===== config.mk =====
export PLATFORM = sky130hd
export DESIGN_NAME = lsov_top
export DESIGN_NICKNAME = d
export VERILOG_FILES = /design/src/rtl/lsov_pkg.sv /design/src/rtl/lsov_ctrl.sv /design/src/rtl/lsov_datapath.sv /design/src/rtl/lsov_top.sv
export SDC_FILE = /design/constraint.sdc
export NUM_CORES = 1
export LEC_CHECK = 0
export ABC_AREA = 0
export ABC_CLOCK_PERIOD_IN_PS = 5600
export BUFFER_PORTS_ARGS = -buffer_cell sky130_fd_sc_hd__buf_2
export CORE_MARGIN = 1.5
export CORE_UTILIZATION = 60
export DETAILED_ROUTE_END_ITERATION = 10
export MAX_ROUTING_LAYER = met4
export PLACE_DENSITY = 0.83
export SLEW_MARGIN = 20
export SYNTH_ARGS = -nofsm -noshare
export SYNTH_HDL_FRONTEND = slang
export SYNTH_SLANG_ARGS = --single-unit

===== constraint.sdc =====
create_clock -name clk -period 5.6 [get_ports clk]
set_clock_uncertainty 0.15 [all_clocks]
set_input_delay 0.56 -clock clk [delete_from_list [all_inputs] [get_ports clk]]
set_output_delay 0.56 -clock clk [all_outputs]
set_load 0.02 [all_outputs]

===== src/rtl/lsov_pkg.sv =====
package lsov_pkg;

  typedef enum logic [1:0] {
    SZ_B1 = 2'd0,
    SZ_B2 = 2'd1,
    SZ_B4 = 2'd2,
    SZ_B8 = 2'd3
  } accSize_e;

  typedef struct packed {
    logic capture;
    logic occupied;
  } slotStrobe_t;

endpackage


===== src/rtl/lsov_ctrl.sv =====
module lsov_ctrl
  import lsov_pkg::*;
#(
  parameter int NUM_SLOTS = 4
) (
  input  logic                          clk,
  input  logic                          rstN,
  input  logic        [NUM_SLOTS-1:0]   setStb,
  input  logic        [NUM_SLOTS-1:0]   clrStb,
  output slotStrobe_t [NUM_SLOTS-1:0]   strobes
);

  logic [NUM_SLOTS-1:0] occQ;

  // release wins over allocate
  always_ff @(posedge clk) begin
    if (!rstN) occQ <= '0;
    else       occQ <= (occQ | setStb) & ~clrStb;
  end

  for (genvar s = 0; s < NUM_SLOTS; s++) begin : g_strobe
    assign strobes[s].capture  = setStb[s] & ~clrStb[s];
    assign strobes[s].occupied = occQ[s];

    a_r2_release_frees : assert property (@(posedge clk) disable iff (!rstN)
      clrStb[s] |=> !occQ[s]);
    a_r2_alloc_holds : assert property (@(posedge clk) disable iff (!rstN)
      (setStb[s] && !clrStb[s]) |=> occQ[s]);
    a_r2_idle_keeps : assert property (@(posedge clk) disable iff (!rstN)
      (!setStb[s] && !clrStb[s]) |=> $stable(occQ[s]));
  end

endmodule


===== src/rtl/lsov_datapath.sv =====
module lsov_datapath
  import lsov_pkg::*;
#(
  parameter int NUM_SLOTS = 4,
  parameter int ADDR_W    = 12,
  parameter int GRAN_BITS = 4
) (
  input  logic                                  clk,
  input  logic                                  rstN,
  input  logic        [NUM_SLOTS-1:0][ADDR_W-1:0] addrIn,
  input  logic        [NUM_SLOTS-1:0][1:0]      sizeIn,
  input  slotStrobe_t [NUM_SLOTS-1:0]           strobes,
  output logic        [NUM_SLOTS-1:0][NUM_SLOTS-1:0] noMatchO,
  output logic        [NUM_SLOTS-1:0]           noClashO
);

  localparam int GRAN_BYTES = 1 << GRAN_BITS;
  localparam int RUN_W      = 2 * GRAN_BYTES;
  localparam int TAG_W      = ADDR_W - GRAN_BITS;
  localparam logic [RUN_W-1:0] RUN_ONE = 1;
  localparam logic [TAG_W-1:0] TAG_ONE = 1;

  logic [NUM_SLOTS-1:0][TAG_W-1:0]      tagQ;
  logic [NUM_SLOTS-1:0][TAG_W-1:0]      nextTag;
  logic [NUM_SLOTS-1:0][GRAN_BYTES-1:0] primQ;
  logic [NUM_SLOTS-1:0][GRAN_BYTES-1:0] spillQ;
  logic [NUM_SLOTS-1:0]                 occVec;
  logic [NUM_SLOTS-1:0][NUM_SLOTS-1:0]  hit;

  // per-slot mask build and capture
  for (genvar s = 0; s < NUM_SLOTS; s++) begin : g_slot
    logic [3:0]       byteCount;
    logic [RUN_W-1:0] run;

    always_comb begin
      byteCount = 4'd1 << sizeIn[s];
      run = ((RUN_ONE << byteCount) - RUN_ONE) << addrIn[s][GRAN_BITS-1:0];
    end

    always_ff @(posedge clk) begin
      if (!rstN) begin
        tagQ[s]   <= '0;
        primQ[s]  <= '0;
        spillQ[s] <= '0;
      end else if (strobes[s].capture) begin
        tagQ[s]   <= addrIn[s][ADDR_W-1:GRAN_BITS];
        primQ[s]  <= run[GRAN_BYTES-1:0];
        spillQ[s] <= run[RUN_W-1:GRAN_BYTES];
      end
    end

    assign nextTag[s] = tagQ[s] + TAG_ONE;
    assign occVec[s]  = strobes[s].occupied;

    a_r3_mask_bytes : assert property (@(posedge clk) disable iff (!rstN)
      strobes[s].capture |=>
        $countones({spillQ[s], primQ[s]}) == (32'd1 << $past(sizeIn[s])));
    a_r7_spill_flag : assert property (@(posedge clk) disable iff (!rstN)
      strobes[s].capture |=>
        ((|spillQ[s]) == ((32'($past(addrIn[s][GRAN_BITS-1:0]))
                           + (32'd1 << $past(sizeIn[s]))) > GRAN_BYTES)));
    a_r9_free_row_zero : assert property (@(posedge clk) disable iff (!rstN)
      !strobes[s].occupied |-> (noMatchO[s] == '0 && !noClashO[s]));
  end

  // pairwise overlap
  for (genvar i = 0; i < NUM_SLOTS; i++) begin : g_row
    for (genvar j = 0; j < NUM_SLOTS; j++) begin : g_col
      if (i == j) begin : g_self
        assign hit[i][j]      = 1'b0;
        assign noMatchO[i][j] = occVec[i];
      end else begin : g_pair
        assign hit[i][j] =
            ((tagQ[i] == tagQ[j])    && |(primQ[i]  & primQ[j]))  ||
            ((tagQ[i] == tagQ[j])    && |(spillQ[i] & spillQ[j])) ||
            ((nextTag[i] == tagQ[j]) && |(spillQ[i] & primQ[j]))  ||
            ((nextTag[j] == tagQ[i]) && |(spillQ[j] & primQ[i]));
        assign noMatchO[i][j] = occVec[i] & occVec[j] & ~hit[i][j];

        a_r10_symmetric : assert property (@(posedge clk) disable iff (!rstN)
          noMatchO[i][j] == noMatchO[j][i]);
      end
    end
    assign noClashO[i] = occVec[i] & (&(noMatchO[i] | ~occVec));
  end

endmodule


===== src/rtl/lsov_top.sv =====
module lsov_top
  import lsov_pkg::*;
#(
  parameter int NUM_SLOTS = 4,
  parameter int ADDR_W    = 12,
  parameter int GRAN_BITS = 4
) (
  input  logic                                   clk,
  input  logic                                   rstN,
  input  logic [NUM_SLOTS-1:0]                   slotSetI,
  input  logic [NUM_SLOTS-1:0]                   slotClrI,
  input  logic [NUM_SLOTS-1:0][ADDR_W-1:0]       slotAddrI,
  input  logic [NUM_SLOTS-1:0][1:0]              slotSizeI,
  output logic [NUM_SLOTS-1:0]                   noClashO,
  output logic [NUM_SLOTS-1:0][NUM_SLOTS-1:0]    noMatchO
);

  slotStrobe_t [NUM_SLOTS-1:0] strobes;

  lsov_ctrl #(.NUM_SLOTS(NUM_SLOTS)) i_ctrl (
    .clk     (clk),
    .rstN    (rstN),
    .setStb  (slotSetI),
    .clrStb  (slotClrI),
    .strobes (strobes)
  );

  lsov_datapath #(
    .NUM_SLOTS (NUM_SLOTS),
    .ADDR_W    (ADDR_W),
    .GRAN_BITS (GRAN_BITS)
  ) i_datapath (
    .clk      (clk),
    .rstN     (rstN),
    .addrIn   (slotAddrI),
    .sizeIn   (slotSizeI),
    .strobes  (strobes),
    .noMatchO (noMatchO),
    .noClashO (noClashO)
  );

endmodule


Yosys cells after proc, flatten, opt, wreduce, memory -nomap -nowiden. Cells that the tools add are included.

Register bits after elaboration: 164. Input port bits: 66. Output and inout bits: 20.

$add $sub $neg: 8. Shift operators: 12. Reduce and logical (&&, ||, !) cells: 100. Eq/ne operators: 24. Bitwise operators: 74.

Operators by type and width (number): bitwise AND 16 bit (24); OR reduction 16 bit (24); == test 8 bit (24); << shifter 1 x 4 -> 32 bit (first input constant) (4); << shifter 32 x 4 -> 32 bit (4); subtractor 32 x 1 -> 32 bit (second input constant) (4); logical AND 1 bit (36); logical OR 1 bit (36); adder 8 x 1 -> 8 bit (second input constant) (4); bitwise AND 1 bit (26); OR 4 bit (5); NOT 1 bit (16); AND reduction 4 bit (4); << shifter 1 x 2 -> 4 bit (first input constant) (4); NOT 4 bit (2); bitwise AND 4 bit (1).

Longest topological paths before layout. Gate-level depths: netlist of the first run.

Word-level depth: 11. Gate-level depth with buffers: 10.

Hierarchy. Synthesis of the first run repeated with hierarchy kept, for this count alone.

Cell total of the unflattened synthesis: 1565. Area total of the unflattened synthesis: 12433.2 um2.

By module, submodules not included: lsov_datapath (area an instance 12263.0 um2, times used 1, sequential area each 3203.1 um2, cells each 1549); lsov_ctrl (area an instance 170.2 um2, times used 1, sequential area each 80.1 um2, cells each 16).

Worst setup path before layout of the first run. Ideal clock, no wire load.

Kind: register to output. From: reg i_datapath.tagQ[1] in the netlist's numbering. To: out noClashO[1]. Arrival time: 2.255 ns. Buffers on the path: 1. Setup slack: 2.635 ns. Cell stages (with the launch flop): 9. Cells stage by stage: dfxtp_1 ha_1 buf_2 nand3_2 xor2_1 o2111a_1 a31oi_1 nand3_1 a222oi_1.

Word-level cells in the longest chain between the ends: 10. Elaborated cells on any way between the ends: 16. Classes of those cells: 1 x add/sub; 3 x eq/ne; 4 x bitwise; 8 x reduce/logical.

Ends and longest elaborated chain: start, declared (RTL line lsov_datapath.sv:23) `logic [NUM_SLOTS-1:0][TAG_W-1:0] tagQ;`; start signal, assigned by index (RTL line lsov_datapath.sv:46) `tagQ[s] <= addrIn[s][ADDR_W-1:GRAN_BITS];`; branches (longest 4 deep; another with adder 8 x 1 -> 8 bit); logical OR 1 bit (*) (RTL line lsov_datapath.sv:76) `((nextTag[i] == tagQ[j]) && |(spillQ[i] & primQ[j])) ||`; NOT 1 bit (*) (RTL line lsov_datapath.sv:78) `assign noMatchO[i][j] = occVec[i] & occVec[j] & ~hit[i][j];`; bitwise AND 1 bit (*) (RTL line lsov_datapath.sv:78); OR 4 bit (*) (RTL line lsov_datapath.sv:84) `assign noClashO[i] = occVec[i] & (&(noMatchO[i] | ~occVec));`; AND reduction 4 bit (*) (RTL line lsov_datapath.sv:84); bitwise AND 1 bit (*) (RTL line lsov_datapath.sv:84); end, declared (RTL line lsov_top.sv:14) `output logic [NUM_SLOTS-1:0] noClashO,`.

Mark *: on every way between the ends.

Worst setup path after layout of the first run.
From: reg i_datapath.tagQ[17] in the netlist's numbering. To: out noClashO[3].

Same word-level chain as after synthesis.

==> qor.tcl, run 1 <==
set qor(outcome) {completed}
set qor(starting_density_of_the_core_pct) 61.3
set qor(layout_worst_path_cycle_share_pct) 71.8
set qor(first_pass_grt_wire_length_um) 71100
set qor(netlist_instances) 1577
set qor(route.detailed.wl_per_inst_um) 25.6
set qor(drt_wl_total_um) 47200
set qor(final_core_utilization_pct) 65.4
set qor(die_width_um) 144
set qor(synth_cell_type_count) 82
set qor(avgSynthCellArea_um2) 7.56
set qor(io_buffers) 85
set qor(layoutNonFillerInstCount) 1845
set qor(postRouteAntennaNets) 0
set qor(die_y_um) 144
set qor(post_cts.resized_instances) 0
set qor(cp.arrival_ps) 3310
set qor(yosys.area.top_type) {sky130_fd_sc_hd__dfxtp_1}
set qor(syn_to_final_growth_pct) 6.75
set qor(timing.final.hold_violations) 0
set qor(ys_top_cells_by_area) {sky130_fd_sc_hd__dfxtp_1 (28%), sky130_fd_sc_hd__a22oi_1 (8.1%), sky130_fd_sc_hd__nand2_1 (5.3%), sky130_fd_sc_hd__a221oi_1 (5.1%), sky130_fd_sc_hd__nor2_1 (4.9%)}
set qor(drc_marker_count_from_the_first_detailed_route_iteration) 1768
set qor(required_ps) 4890
set qor(maximum_number_of_pins_on_one_net_before_global_route_repair) 95
set qor(htree_num_levels) 4
set qor(gp_routability_congestion) 1.16
set qor(critical_path.endpoint_type) {output pin}
set qor(insertion_delay_ps) 430
set qor(max_freq_mhz) 249
set qor(totalNegativeSetupSlack_ps) 0
set qor(timing.hold.worst.start) {slotClrI[0]}
set qor(rows) 51
set qor(p_leak_nw) 4.51
set qor(grt_util_all_layers_pct) 46.5
set qor(clock-root-buffer) {sky130_fd_sc_hd__clkbuf_16}
set qor(grt_overflow_total) 0
set qor(placeable_area_um2) 19500
set qor(rsz0062_at_grt) {false}
set qor(vias_in_the_first_global_route) 12100
set qor(worst_pin_slew_ps) 959
set qor(number_of_nets_in_the_finished_design) 1640
set qor(fillerInstances) 1746
set qor(synth_top_cells_by_count) {sky130_fd_sc_hd__nand2_1 (169), sky130_fd_sc_hd__dfxtp_1 (164), sky130_fd_sc_hd__nor2_1 (157), sky130_fd_sc_hd__a22oi_1 (128), sky130_fd_sc_hd__a21oi_1 (113)}
set qor(worst-path-max-fanout) 9
set qor(register_to_register_setup_slack_ps) 4200
set qor(synth-async-reset-ratio_pct) 0
set qor(critical_path_type) {flop to output pin}
set qor(inserted_clock_buffers) 17
set qor(number_of_cell_instances_on_the_worst_register_to_register_path) 2
set qor(synth_warn) 0
set qor(number_of_failing_setup_endpoints_in_the_final_timing_report) 0
set qor(cell_area_after_synthesis_um2) 11900
set qor(synth_top_flop_cell) {sky130_fd_sc_hd__dfxtp_1}
set qor(fin_crit_ps) 4020
set qor(drt_first_pass_iters) 8
set qor(cts-hold-fix-buffers) 0
set qor(ir_drop_mv) 0.285
set qor(clock_path_buffers) 2
set qor(initial_antenna_violation_count) 1
set qor(layout-drive-gt1-share_pct) 10.1
set qor(clk_pin_slew_worst_setup_hold_paths_ps) 70
set qor(hold_end) {i_ctrl.occQ[0]}
set qor(detailed_place_hpwl_um) 32600
set qor(viasPerCell) 7.33
set qor(critPathLaunchType) {flop}
set qor(dp.cells) 1812
set qor(num_vias) 13500
set qor(timing.max_cap.violations) 0
set qor(cts_tree) {built}
set qor(synth_edf_count) 0
set qor(num_io_pins) 86
set qor(post-synth-top-count-cell) {sky130_fd_sc_hd__nand2_1}
set qor(cts.sink_count) 164
set qor(yosysSeqAreaShare_pct) 27.5
set qor(crit-reg2reg-launch) {i_datapath.tagQ[10]}
set qor(post_cts.repair.setup_buffers) 0
set qor(post-synth-top-area-fraction_pct) 27.5
set qor(regToRegEndpoint) {i_datapath.tagQ[10]}
set qor(die-area_um2) 20700
set qor(timing.hold.worst.class) {input port to flop}
set qor(final_max_slew_viol_count) 0
set qor(post-route-drc-count) 0
set qor(worstHoldPathCells) 2
set qor(ys_seq_elements) 164
set qor(p_per_area_nw_per_um2) 234
set qor(relSlewSlack_pct) 35.5
-- layout make-up --
| type | instances | area (um^2) | share of cell area (%) |
|---|---|---|---|
| tap | 265 | 332 | 2.60 |
| clock inverter | 15 | 144 | 1.13 |
| timing repair buffer | 95 | 500 | 3.93 |
| inverter | 29 | 111 | 0.875 |
| antenna | 1 | 2.50 | 0.0197 |
| sequential | 164 | 3280 | 25.8 |
| multi-input combinational | 1259 | 7930 | 62.3 |
| clock buffer | 17 | 425 | 3.34 |
-- per-stage QoR --
stage / power (mW) / setup slack [ps] / instance area, um^2 / hold WS [ps]
after floorplan: 1.66 / 2640 / 11900 / 343
after global placement: 1.81 / 2210 / 12200 / 422
after detailed placement: 1.82 / 2080 / 12200 / 432
after CTS: 2.95 / 1610 / 12700 / 165
after global routing: 3.07 / 1430 / 12700 / 170
final: 2.97 / 1580 / 12700 / 175
-- cells by family (layout without fill, tap and decap cells) --
logic type | after synthesis | in the layout | share of synthesized area, %
and+or+nand+nor | 582 | 582 | 23.3
DFF | 164 | 164 | 27.5
adders and majority gates | 10 | 10 | 1.01
AOI/OAI and AO/OA | 544 | 544 | 32.9
buffers and inverters | 160 | 156 | 6.27
xor gates and xnor gates | 114 | 114 | 8.85
muxes | 1 | 1 | 0.0839
other | 2 | 9 | 0.0630
-- sequential cells by signal, indices dropped and copies added (netlist names) --
signal             flops
i_datapath.tagQ       32
i_datapath.spillQ     64
i_datapath.primQ      64
i_ctrl.occQ            4
-- worst max-delay path: stages (launching register included) --
cell and delay (ps):
sky130_fd_sc_hd__dfxtp_1 670, sky130_fd_sc_hd__ha_1 440, sky130_fd_sc_hd__and3_1 220, sky130_fd_sc_hd__and3_1 270, sky130_fd_sc_hd__xor2_1 190, sky130_fd_sc_hd__nor4_1 100
sky130_fd_sc_hd__a211oi_2 350, sky130_fd_sc_hd__a21boi_1 130, sky130_fd_sc_hd__a2111oi_2 290, sky130_fd_sc_hd__buf_2 220
-- power breakdown --
part | total (mW) | internal (mW) | switching (mW)
sequential | 1.35 | 1.20 | 0.143
combinational | 0.482 | 0.180 | 0.301
clock | 1.14 | 0.591 | 0.553
total | 2.97 | 1.98 | 0.997
-- how the worst max path moves through the flow --
stage / from / end / slack, ps / cells after the start
floorplan: i_datapath.tagQ[1] / noClashO[1] / 2640 / 8
global placement: i_datapath.tagQ[17] / noClashO[3] / 2210 / 9
detailed placement: i_datapath.tagQ[17] / noClashO[3] / 2080 / 9
CTS: i_datapath.tagQ[17] / noClashO[3] / 1610 / 9
global route: i_datapath.tagQ[17] / noClashO[3] / 1430 / 9
finish: i_datapath.tagQ[17] / noClashO[3] / 1580 / 9
-- cell usage in the layout, fill, tap and decap left out, drive strengths merged, types with 7 or more instances in the layout --
master and n:
and2 7, o21ai 57, nand2 171, inv 37, nand2b 23, nor4 20
o211ai 8, xnor2 68, buf 95, a211oi 17, xor2 46, nand3 52
nor3 51, clkbuf 17, nand4 45, or3 9, dfxtp 164, a22o 62
a21oi 113, o21a 7, and3 11, conb 8, ha 8, a22oi 128
o22ai 7, a31oi 11, nor2 159, nor2b 8, a221oi 70
-- routing by layer --
layer / up-vias / part of all wire [%] / GRT usage, %
li1: 5939 / - / -
met1: 6226 / 37 / 57.1
met2: 1077 / 43 / 69.3
met3: 279 / 14 / 15.5
met4: 0 / 5.9 / 20.6
met5: - / 0 / -
(Power assumes the default switching activity.)
==> run 2, diff against run 1 <==
Settings changed: ABC_AREA 0 to 1, ABC_CLOCK_PERIOD_IN_PS 5600 to 4100.
Clock period 5.6 ns to 4.1 ns, I/O delays scaled along.
==> qor.tcl, run 2 <==
set qor(globalRoute.busiestLayer) {met2} ;# unchanged
set qor(route.detailed.wl_per_inst_um) 19.3 ;# was 25.6 um
set qor(drt_wl_total_um) 51200 ;# was 47200 um
set qor(clock-root-buffer) {sky130_fd_sc_hd__clkbuf_16} ;# unchanged
set qor(post-synth-top-area-fraction_pct) 34.2 ;# was 27.5%
set qor(worst_pin_slew_ps) 724 ;# was 959 ps
set qor(detailed_place_hpwl_um) 37400 ;# was 32600 um
set qor(inserted_clock_buffers) 17 ;# unchanged
set qor(critical_path_type) {flop to output pin} ;# unchanged
set qor(cp_slowest_stage_delay_ps) 660 ;# was 670 ps
set qor(relSlewSlack_pct) 51.6 ;# was 35.5%
set qor(num_io_pins) 86 ;# unchanged
set qor(cell_area_after_synthesis_um2) 12700 ;# was 11900 um^2
set qor(gp_routability_congestion) 1.06 ;# was 1.16
set qor(largestRegisters) {i_datapath.primQ (64), i_datapath.spillQ (64), i_datapath.tagQ (32)} ;# unchanged
set qor(maximum_number_of_pins_on_one_net_before_global_route_repair) 112 ;# was 95
set qor(timing.critical_path.max_delay_family) {simple AND/OR/NAND/NOR gates} ;# was compound AO/OA/AOI/OAI gates
set qor(yosysSeqAreaShare_pct) 25.9 ;# was 27.5%
set qor(die-area_um2) 22000 ;# was 20700 um^2
set qor(postRouteAntennaNets) 0 ;# unchanged
set qor(synth_cell_type_count) 42 ;# was 82
set qor(post-route-drc-count) 0 ;# unchanged
set qor(layout.cells.most_common_list) {sky130_fd_sc_hd__nand2_1 (1152), sky130_fd_sc_hd__nor2_1 (259), sky130_fd_sc_hd__dfxtp_1 (164), sky130_fd_sc_hd__inv_1 (151), sky130_fd_sc_hd__a21oi_1 (123)} ;# was sky130_fd_sc_hd__nand2_1 (169), sky130_fd_sc_hd__dfxtp_1 (164), sky130_fd_sc_hd__nor2_1 (157), sky130_fd_sc_hd__a22oi_1 (128), sky130_fd_sc_hd__a21oi_1 (113)
set qor(grtUsageMet2_pct) 76.1 ;# was 69.3%
set qor(netlist_instances) 2334 ;# was 1577
set qor(timing.final.hold_violations) 0 ;# unchanged
set qor(number_of_failing_setup_endpoints_in_the_final_timing_report) 0 ;# unchanged
set qor(report.power.total_mw) 4.16 ;# was 2.97 mW
set qor(ys_top_cells_by_area) {sky130_fd_sc_hd__nand2_1 (34%), sky130_fd_sc_hd__dfxtp_1 (26%), sky130_fd_sc_hd__nor2_1 (7.7%), sky130_fd_sc_hd__a21oi_1 (4.9%), sky130_fd_sc_hd__inv_1 (4.5%)} ;# was sky130_fd_sc_hd__dfxtp_1 (28%), sky130_fd_sc_hd__a22oi_1 (8.1%), sky130_fd_sc_hd__nand2_1 (5.3%), sky130_fd_sc_hd__a221oi_1 (5.1%), sky130_fd_sc_hd__nor2_1 (4.9%)
set qor(starting_density_of_the_core_pct) 61.9 ;# was 61.3%
set qor(fillerInstances) 1972 ;# was 1746
set qor(ys_seq_elements) 164 ;# unchanged
set qor(synth_top_cells_by_count) {sky130_fd_sc_hd__nand2_1 (1152), sky130_fd_sc_hd__nor2_1 (259), sky130_fd_sc_hd__dfxtp_1 (164), sky130_fd_sc_hd__inv_1 (152), sky130_fd_sc_hd__a21oi_1 (123)} ;# was sky130_fd_sc_hd__nand2_1 (169), sky130_fd_sc_hd__dfxtp_1 (164), sky130_fd_sc_hd__nor2_1 (157), sky130_fd_sc_hd__a22oi_1 (128), sky130_fd_sc_hd__a21oi_1 (113)
set qor(critical_path.endpoint_type) {output pin} ;# unchanged
set qor(drt_first_pass_iters) 9 ;# was 8
set qor(required_ps) 3540 ;# was 4890 ps
set qor(die_y_um) 148 ;# was 144 um
set qor(outcome) {completed} ;# unchanged
set qor(totalNegativeSetupSlack_ps) 0 ;# unchanged
set qor(worst-path-max-fanout) 10 ;# was 9
set qor(layout_worst_path_cycle_share_pct) 86.1
set qor(grt_overflow_total) 0 ;# unchanged
set qor(rsz0062_at_grt) {false} ;# unchanged
set qor(syn_to_final_growth_pct) 8.89 ;# was 6.75%
set qor(timing.max_cap.violations) 0 ;# unchanged
set qor(cp_slowest_cell) {sky130_fd_sc_hd__dfxtp_1} ;# unchanged
set qor(layoutNonFillerInstCount) 2655 ;# was 1845
set qor(layout-drive-gt1-share_pct) 7.13 ;# was 10.1%
set qor(synth_edf_count) 0 ;# unchanged
set qor(num_vias) 15900 ;# was 13500
set qor(final_core_utilization_pct) 67.4 ;# was 65.4%
set qor(critical_path.most_common_cell) {sky130_fd_sc_hd__nand2_1} ;# was sky130_fd_sc_hd__and3_1
set qor(synth_warn) 0 ;# unchanged
set qor(critPathLaunchType) {flop} ;# unchanged
set qor(grt_util_all_layers_pct) 48.0 ;# was 46.5%
set qor(htree_num_levels) 4 ;# unchanged
set qor(synth_top_flop_cell) {sky130_fd_sc_hd__dfxtp_1} ;# unchanged
set qor(avgSynthCellArea_um2) 5.42 ;# was 7.56 um^2
set qor(groute.layer.met1.usage_pct) 53.1 ;# was 57.1%
set qor(clock_path_buffers) 2 ;# unchanged
set qor(io_buffers) 85 ;# unchanged
set qor(first_pass_grt_wire_length_um) 79200 ;# was 71100 um
set qor(cp.arrival_ps) 2970 ;# was 3310 ps
set qor(initial_antenna_violation_count) 1 ;# unchanged
set qor(p_leak_nw) 6.76 ;# was 4.51 nW
set qor(vias_in_the_first_global_route) 14700 ;# was 12100
set qor(drc_marker_count_from_the_first_detailed_route_iteration) 2330 ;# was 1768
set qor(yosys.area.top_type) {sky130_fd_sc_hd__nand2_1} ;# was sky130_fd_sc_hd__dfxtp_1
set qor(viasPerCell) 5.98 ;# was 7.33
set qor(rows) 52 ;# was 51
set qor(layout.cells.most_common) {sky130_fd_sc_hd__nand2_1} ;# unchanged
set qor(ir_drop_mv) 0.252 ;# was 0.285 mV
set qor(met3_usage_pct) 11.2 ;# was 15.5%
set qor(register_to_register_setup_slack_ps) 2750 ;# was 4200 ps
set qor(cts.sink_count) 164 ;# unchanged
set qor(number_of_nets_in_the_finished_design) 2445 ;# was 1640
set qor(dp.cells) 2618 ;# was 1812
set qor(timing.critical_path.cells) {ha_1 > inv_1 > o21ai_1 > nand2_1 > nand2_1 > nand2_1 > nand2_1 > nor2_1 > nand3_1 > nand2_1 > nand2_1 > nand2_1 > nor2_1 > buf_2} ;# was ha_1 > and3_1 > and3_1 > xor2_1 > nor4_1 > a211oi_2 > a21boi_1 > a2111oi_2 > buf_2
set qor(final_max_slew_viol_count) 0 ;# unchanged
set qor(p_per_area_nw_per_um2) 302 ;# was 234 nW/um^2
set qor(post_cts.repair.setup_buffers) 0 ;# unchanged
set qor(post_cts.resized_instances) 0 ;# unchanged
set qor(fin_crit_ps) 3530
set qor(post-synth-top-count-cell) {sky130_fd_sc_hd__nand2_1} ;# unchanged
set qor(clk_pin_slew_worst_setup_hold_paths_ps) 80 ;# was 70 ps
set qor(max_freq_mhz) 283
set qor(cts_tree) {built} ;# unchanged
set qor(die_width_um) 148 ;# was 144 um
set qor(placeable_area_um2) 20400 ;# was 19500 um^2
set qor(worst_path_bufs_invs) 2 ;# was 1
set qor(final_critical_path_setup_slack_ps) 569 ;# was 1580 ps
set qor(insertion_delay_ps) 440 ;# was 430 ps
set qor(synth-async-reset-ratio_pct) 0 ;# unchanged
set qor(timing.hold.worst.class) {input port to flop} ;# unchanged
set qor(preCtsSetupSlack_ps) 1140 ;# was 2080 ps
==> run 2: cell count changes after synthesis, moves of 55 or more <==
cell and delta:
sky130_fd_sc_hd__a22oi_1 -100, sky130_fd_sc_hd__a221oi_1 -67, sky130_fd_sc_hd__a22o_1 -60, sky130_fd_sc_hd__nand2_1 +983, sky130_fd_sc_hd__inv_1 +124, sky130_fd_sc_hd__nor2_1 +102
sky130_fd_sc_hd__xnor2_1 -55
==> run 2: timing repair <==
item | CTS | global route
hold buffers | 4 | 0
hold endpoints to repair | 4 | 0
setup endpoints to repair | 0 | 0
==> run 2: cells by family after synthesis <==
family | count (synthesis) | synth area share (%)
DFF | 164 | 25.9
and+or+nand+nor | 1607 | 50.8
AOI/OAI and AO/OA | 258 | 11.4
buffers and inverters | 254 | 8.19
xor gates and xnor gates | 41 | 2.90
other | 2 | 0.0593
adders and majority gates | 8 | 0.791
==> run 2: report_power, final <==
part           internal, mW  switching (mW)
combinational         0.227           0.500
sequential             1.64           0.153
clock                 0.837           0.804
total                  2.71            1.46
==> run 2: cell type report <==
cell class | instances | area [um^2] | share of cell area (%)
flip-flops and latches | 164 | 3280 | 23.8
well taps | 270 | 338 | 2.45
diodes | 1 | 2.50 | 0.0182
repair buffers | 105 | 598 | 4.34
inverters | 161 | 604 | 4.39
clock inverters | 14 | 156 | 1.14
clock buffers | 18 | 439 | 3.19
multi-input cells | 1922 | 8360 | 60.7
==> run 2: worst register-to-register path: cells and delay by family, from the launching register on <==
kind	cells	cell delay, ps
AO/OA/AOI/OAI	1	170
flip-flops	1	740
buffers and inverters	1	220
==> run 2: path summary, 6_finish.rpt <==
check / endpoint / cells after the start / start
max: noClashO[0] / 14 / i_datapath.tagQ[0]
min: i_datapath.tagQ[30] / 3 / slotAddrI[46]
max reg2reg: i_datapath.tagQ[18] / 2 / i_datapath.tagQ[18]
min reg2reg: i_datapath.tagQ[23] / 2 / i_datapath.tagQ[23]
==> run 2: per-layer routing <==
metal | routed length [um] | up-vias
met5 | 0 | -
met4 | 4790 | 0
met3 | 6350 | 372
met2 | 22400 | 1152
met1 | 17600 | 6919
li1 | - | 7425
==> run 2: stage by stage <==
step | hold WS [ps] | instance area [um^2]
4_1_cts | 44.3 | 13800
6_report | 44.5 | 13800
2_1_floorplan | 339 | 12700
3_5_place_dp | 385 | 13100
3_3_place_gp | 361 | 13100
5_1_grt | 70.2 | 13800
